`src/rtl/spi_word_reader.sv`:
```
module spi_word_reader #(
  parameter int DIV         = 4,
  parameter int LEN_W       = 24,
  parameter int CHUNK_BYTES = 32768,
  parameter int RX_DEPTH    = 8,
  parameter int TX_CAP      = 32
) (
  input  logic             clk,
  input  logic             rst_n,
  input  logic             start,
  input  logic [23:0]      offset,
  input  logic [LEN_W-1:0] length,
  input  logic             swap_en,
  output logic             busy,
  output logic             done,
  output logic             err,
  output logic             sclk,
  output logic             cs_n,
  output logic             mosi,
  input  logic             miso,
  output logic [31:0]      out_data,
  output logic             out_valid,
  input  logic             out_ready
);
  localparam int HALF = DIV / 2;
  localparam int HW   = $clog2(HALF) + 1;
  localparam int RAW  = $clog2(RX_DEPTH);
  localparam int TLW  = $clog2(TX_CAP + 4) + 1;
  localparam logic [LEN_W-1:0] CHUNK_L = LEN_W'(CHUNK_BYTES);
  localparam logic [LEN_W-1:0] FOUR_L  = LEN_W'(4);
  localparam logic [LEN_W-1:0] ONE_L   = LEN_W'(1);
  localparam logic [RAW:0]     RX_FULL = (RAW+1)'(RX_DEPTH);
  localparam logic [TLW-1:0]   TX_LIM  = TLW'(TX_CAP);
  localparam logic [TLW-1:0]   TX_WORD = TLW'(4);
  localparam logic [HW-1:0]    H_END   = HW'(HALF - 1);

  typedef enum logic [2:0] {S_IDLE, S_CMD, S_LOAD, S_DATA, S_END, S_FIN} st_t;

  st_t              st;
  logic [LEN_W-1:0] rem, pkt_cnt, out_left, in_left;
  logic [TLW-1:0]   tx_lvl;
  logic             swap_q, cs_q, done_q, err_q;

  logic             act, sclk_q;
  logic [HW-1:0]    hcnt;
  logic [5:0]       bits;
  logic [31:0]      sh_o, sh_i;

  logic [31:0]      mem [RX_DEPTH];
  logic [RAW-1:0]   wp, rp;
  logic [RAW:0]     rx_cnt;

  logic             tick, wdone, len_ok, cmd_go, data_go, q_tx, push, pop;
  logic [LEN_W-1:0] chunk;
  logic [31:0]      raw;

  assign tick    = act && (hcnt == H_END);
  assign wdone   = tick && sclk_q && (bits == 6'd32);
  assign len_ok  = (length != '0) && (length[1:0] == 2'b00);
  assign cmd_go  = (st == S_IDLE) && start && len_ok;
  assign data_go = (st == S_DATA) && !act && (pkt_cnt != '0) &&
                   (tx_lvl >= TX_WORD) && (rx_cnt < RX_FULL);
  assign q_tx    = (st == S_DATA) && (out_left != '0) && (tx_lvl < TX_LIM);
  assign push    = wdone && (st == S_DATA);
  assign pop     = out_valid && out_ready;
  assign chunk   = (rem > CHUNK_L) ? CHUNK_L : rem;

  assign raw       = mem[rp];
  assign out_data  = swap_q ? {raw[7:0], raw[15:8], raw[23:16], raw[31:24]} : raw;
  assign out_valid = (rx_cnt != '0);
  assign busy      = (st != S_IDLE);
  assign done      = done_q;
  assign err       = err_q;
  assign sclk      = sclk_q;
  assign cs_n      = cs_q;
  assign mosi      = act ? sh_o[31] : 1'b0;

  // serial word shifter: mode 0, one 32-bit word per activation
  always_ff @(posedge clk or negedge rst_n) begin
    if (!rst_n) begin
      act    <= 1'b0;
      sclk_q <= 1'b0;
      hcnt   <= '0;
      bits   <= '0;
      sh_o   <= '0;
      sh_i   <= '0;
    end else if (cmd_go || data_go) begin
      act    <= 1'b1;
      sclk_q <= 1'b0;
      hcnt   <= '0;
      bits   <= '0;
      sh_o   <= cmd_go ? {8'h03, offset} : 32'hFFFF_FFFF;
    end else if (act) begin
      if (tick) begin
        hcnt   <= '0;
        sclk_q <= !sclk_q;
        if (!sclk_q) begin
          sh_i <= {sh_i[30:0], miso};
          bits <= bits + 6'd1;
        end else if (bits == 6'd32) begin
          act <= 1'b0;
        end else begin
          sh_o <= {sh_o[30:0], 1'b0};
        end
      end else begin
        hcnt <= hcnt + HW'(1);
      end
    end
  end

  // request sequencing, chunking and counters
  always_ff @(posedge clk or negedge rst_n) begin
    if (!rst_n) begin
      st       <= S_IDLE;
      rem      <= '0;
      pkt_cnt  <= '0;
      out_left <= '0;
      in_left  <= '0;
      swap_q   <= 1'b0;
      cs_q     <= 1'b1;
      done_q   <= 1'b0;
      err_q    <= 1'b0;
    end else begin
      done_q <= 1'b0;
      err_q  <= 1'b0;
      case (st)
        S_IDLE: if (start) begin
          if (len_ok) begin
            cs_q   <= 1'b0;
            rem    <= length;
            swap_q <= swap_en;
            st     <= S_CMD;
          end else begin
            err_q  <= 1'b1;
            done_q <= 1'b1;
          end
        end
        S_CMD: if (wdone) st <= S_LOAD;
        S_LOAD: begin
          pkt_cnt  <= chunk >> 2;
          out_left <= chunk;
          in_left  <= chunk;
          rem      <= rem - chunk;
          st       <= S_DATA;
        end
        S_DATA: begin
          if (data_go) pkt_cnt  <= pkt_cnt - ONE_L;
          if (q_tx)    out_left <= out_left - FOUR_L;
          if (pop)     in_left  <= in_left - FOUR_L;
          if (in_left == '0) st <= (rem == '0) ? S_END : S_LOAD;
        end
        S_END: begin
          cs_q <= 1'b1;
          st   <= S_FIN;
        end
        S_FIN: begin
          done_q <= 1'b1;
          st     <= S_IDLE;
        end
        default: st <= S_IDLE;
      endcase
    end
  end

  // filler level and receive FIFO, both cleared at each chunk start
  always_ff @(posedge clk or negedge rst_n) begin
    if (!rst_n) begin
      tx_lvl <= '0;
      wp     <= '0;
      rp     <= '0;
      rx_cnt <= '0;
    end else if (st == S_LOAD) begin
      tx_lvl <= '0;
      wp     <= '0;
      rp     <= '0;
      rx_cnt <= '0;
    end else begin
      case ({q_tx, data_go})
        2'b10:   tx_lvl <= tx_lvl + TX_WORD;
        2'b01:   tx_lvl <= tx_lvl - TX_WORD;
        default: tx_lvl <= tx_lvl;
      endcase
      if (push) wp <= wp + RAW'(1);
      if (pop)  rp <= rp + RAW'(1);
      case ({push, pop})
        2'b10:   rx_cnt <= rx_cnt + (RAW+1)'(1);
        2'b01:   rx_cnt <= rx_cnt - (RAW+1)'(1);
        default: rx_cnt <= rx_cnt;
      endcase
    end
  end

  always_ff @(posedge clk) begin
    if (push) mem[wp] <= sh_i;
  end
endmodule

```
`config.mk`:
```
export PLATFORM = sky130hd
export DESIGN_NAME = spi_word_reader
export DESIGN_NICKNAME = d
export VERILOG_FILES = /design/src/rtl/spi_word_reader.sv
export SDC_FILE = /design/constraint.sdc
export NUM_CORES = 1
export LEC_CHECK = 0
export ABC_CLOCK_PERIOD_IN_PS = 8600
export BUFFER_PORTS_ARGS = -buffer_cell sky130_fd_sc_hd__buf_2
export CORE_ASPECT_RATIO = 1.25
export CORE_MARGIN = 4
export CORE_UTILIZATION = 35
export CTS_BUF_LIST = sky130_fd_sc_hd__clkbuf_8 sky130_fd_sc_hd__clkbuf_16
export CTS_CLUSTER_DIAMETER = 40
export DETAILED_ROUTE_END_ITERATION = 16
export PLACE_DENSITY_LB_ADDON = 0.2
export SLEW_MARGIN = 20
export SYNTH_ARGS = -nofsm -noshare
export SYNTH_HDL_FRONTEND = slang
export SYNTH_SLANG_ARGS = --single-unit
```
`constraint.sdc`:
```
create_clock -name clk -period 8.6 [get_ports clk]
set_input_delay 1.29 -clock clk [delete_from_list [all_inputs] [get_ports clk]]
set_output_delay 1.29 -clock clk [all_outputs]
set_load 0.03 [all_outputs]
```
==> metrics.txt <==
status complete, no violations; Final Hold Viols 0; CTS root buffer clkbuf_16; I/O pin cnt 93; Setup Skew ~0.028 ns; critical-path cell list buf_4 -> mux4_2 -> mux4_2 -> buf_2; Hold Slack 0.487 ns; Remaining DRCs 0; final antenna diode count 0; minimum clock period around 4.8 ns; Max-slew headroom 29.2%; Worst EP arrival between 3 and 4 ns; clock slew at reported path FFs roughly 0.040 ns; Sequential Area approximately 12000 µm²; Leakage Power 0.00829 µW; DIE HEIGHT 274 µm; Gate Count Post-Synth 1454; Mapped Area 19800 µm²; Tightest Pin Transition roughly 1.1 ns; Synth warnings 0; H-tree depth 3; CTS Buf Count 70; FP Rows 97; Setup Viol. Count Final 0; unrepaired setup endpoints after global routing false; Placer Congestion 0.808; Total Routing Usage GR 15.4%; DR pass1 iterations 5; die area between 60000 and 70000 µm²; share of cells above drive strength 1 ~24%; Worst VDD drop 0.000267 V; Post-synth EDFFs around 260; grt ovf 0; CTS tree built; first-pass GRT wire length roughly 75000 µm; syn nets between 1500 and 2000; Detail Route Antenna Nets 0; CP Capture Type output port; PortBufs 92; Async SR Flop Fraction 42.6%; register bit total from synthesis approximately 450; reg-to-reg setup timing slack 4.82 ns; vias in the first global route 13000; worst-skew pair later-pin latency 0.59 ns; Setup TNS 0 ns; Final Max Tran Viols 0; # fillers ~5200; worst slack at placement 3.94 ns; core area 56100 µm²; hold_buf cts 0; Max Fclk between 0.2 and 0.25 GHz; most used flip-flop cell after synthesis edfxtp_1; PwrDens about 250 nW/µm²; Top delay family on crit path multiplexers; Critical Path RT around 7.3 ns; Worst Hold Class flip-flop to flip-flop; Max clock buf depth 3; DR vias/cell 5.31; Worst Path Buf+Inv 2; chip width about 220 µm; fin worst setup slack 3.81 ns; commonest non-fill, non-tap cell in the layout edfxtp_1; Seq/Total Area, Yosys between 60% and 70%; startpoint types flip-flop; Max Fanout on Critical Path 38; Wirelength per Cell 19.8 µm; Initial DRC Count roughly 800; final period utilization a little under three fifths; Final nets roughly 1600; Area Overhead vs Synth 19.4%; Starting Density a little over a third; Detailed Place HPWL 28400 µm; via count approximately 13000; Synth cell types 69; clk sinks between 400 and 500; CP max-delay cell dfrtp_4; largest net degree at the start of global routing 95; most frequent CP cell mux4_2; initial antenna violation count 0; most frequent cells in the layout edfxtp_1, dfrtp_1, nor2_1; max-cap violations 0; Worst path max stage delay ~0.80 ns; post-cts repair resize count 0; Avg Cell Area, Syn 13.6 µm²; WL final about 47000 µm; Post-CTS Setup Bufs 0; area occupied by multi-input gates slightly above 7000 µm²; critical path class flip-flop to output port
[synth_stat cells (3+ instances only)]
| master | count | area share (%) |
|---|---|---|
| and3_1 | 9 | 0.28 |
| nand3_1 | 19 | 0.48 |
| nand4b_1 | 4 | 0.18 |
| nand2_1 | 107 | 2.0 |
| a31oi_1 | 12 | 0.38 |
| mux4_2 | 96 | 11 |
| nor2b_1 | 5 | 0.16 |
| nor4_1 | 19 | 0.60 |
| xor2_1 | 9 | 0.40 |
| or4_1 | 8 | 0.30 |
| and2_1 | 5 | 0.16 |
| mux2_2 | 32 | 1.8 |
| o31a_1 | 4 | 0.18 |
| a211oi_1 | 15 | 0.57 |
| ha_1 | 15 | 0.95 |
| nand3b_1 | 3 | 0.11 |
| or2_2 | 7 | 0.22 |
| a311oi_1 | 8 | 0.35 |
| o21ai_1 | 22 | 0.56 |
| nor3_1 | 43 | 1.1 |
| buf_1 | 11 | 0.21 |
| nor4b_1 | 6 | 0.27 |
| xnor2_1 | 13 | 0.57 |
| a21oi_1 | 79 | 2.0 |
| o41ai_1 | 6 | 0.27 |
| dfrtp_1 | 189 | 24 |
| a22o_1 | 3 | 0.13 |
| o21ai_0 | 90 | 2.3 |
| inv_1 | 20 | 0.38 |
| clkbuf_1 | 56 | 1.1 |
| nor2_1 | 147 | 2.8 |
| mux2i_1 | 30 | 1.5 |
| or3_1 | 9 | 0.28 |
| a221o_1 | 3 | 0.15 |
| o31ai_1 | 7 | 0.27 |
| a22oi_1 | 15 | 0.57 |
| a21boi_0 | 3 | 0.11 |
| buf_2 | 8 | 0.20 |
| nand2b_1 | 10 | 0.32 |
| edfxtp_1 | 256 | 39 |
| o21a_1 | 5 | 0.19 |
| nand4_1 | 10 | 0.32 |
[routing by layer]
layer / track usage [%] / routed length, µm / part of all wire, %
met4: 4.19 / 959 / 2.0
met5: 0 / 0 / 0
met2: 27.0 / 23700 / 51
met1: 19.7 / 20400 / 44
met3: 3.06 / 1720 / 3.7
[report_power, final]
part / internal (µW) / switching [µW]
clock: 1900 / 1000
sequential: 2280 / 94.3
combinational: 333 / 374
[sequential cells by signal (all words and copies together), names as in the netlist]
| name | count |
|---|---|
| act | 1 |
| bits | 6 |
| cs_n | 1 |
| done | 1 |
| err | 1 |
| hcnt | 2 |
| in_left | 23 |
| mem | 256 |
| out_left | 23 |
| pkt_cnt | 24 |
| rem | 24 |
| rp | 3 |
| rx_cnt | 4 |
| sclk | 1 |
| sh_i | 32 |
| sh_o | 32 |
| st | 3 |
| swap_q | 1 |
| tx_lvl | 5 |
| wp | 3 |
[layout make-up]
type | instances | share of cell area, %
clock buffer | 76 | 7.85
sequential | 446 | 52.6
clock inverter | 52 | 2.54
inverter | 20 | 0.317
timing repair buffer | 120 | 2.87
tap | 742 | 3.92
multi-input combinational | 910 | 29.9
[cells by family after synthesis]
logic type      Yosys count  share of synthesized area, %
compound gates          292                          8.88
xor+xnor                 22                         0.972
mux                     158                          14.2
flops                   446                          62.8
other cells               1                        0.0189
simple gates            421                          10.1
buf+inv                  98                          2.00
fa+ha+maj                16                          1.05
[path summary, 6_finish.rpt]
check | cells past startpoint | end | startpoint
min | 1 | out_left[22] | out_left[22]
min in group asynchronous | 1 | rem[21] | rst_n
max | 4 | out_data[9] | rp[0]
max reg2reg | 11 | rem[22] | rem[9]
max in group asynchronous | 3 | pkt_cnt[21] | rst_n
min reg2reg | 1 | out_left[22] | out_left[22]
[stage by stage]
stage	utilization (%)	std cells	cell area, µm²	power [µW]
floorplan	-	1454	19800	2930
global placement	37.8	2238	21200	3140
detailed placement	37.8	2238	21200	3150
CTS	42.2	2366	23700	6090
global route	42.2	2366	23700	6240
finish	42.2	2366	23700	5980
Note: power is estimated with default switching activity, not from simulation.
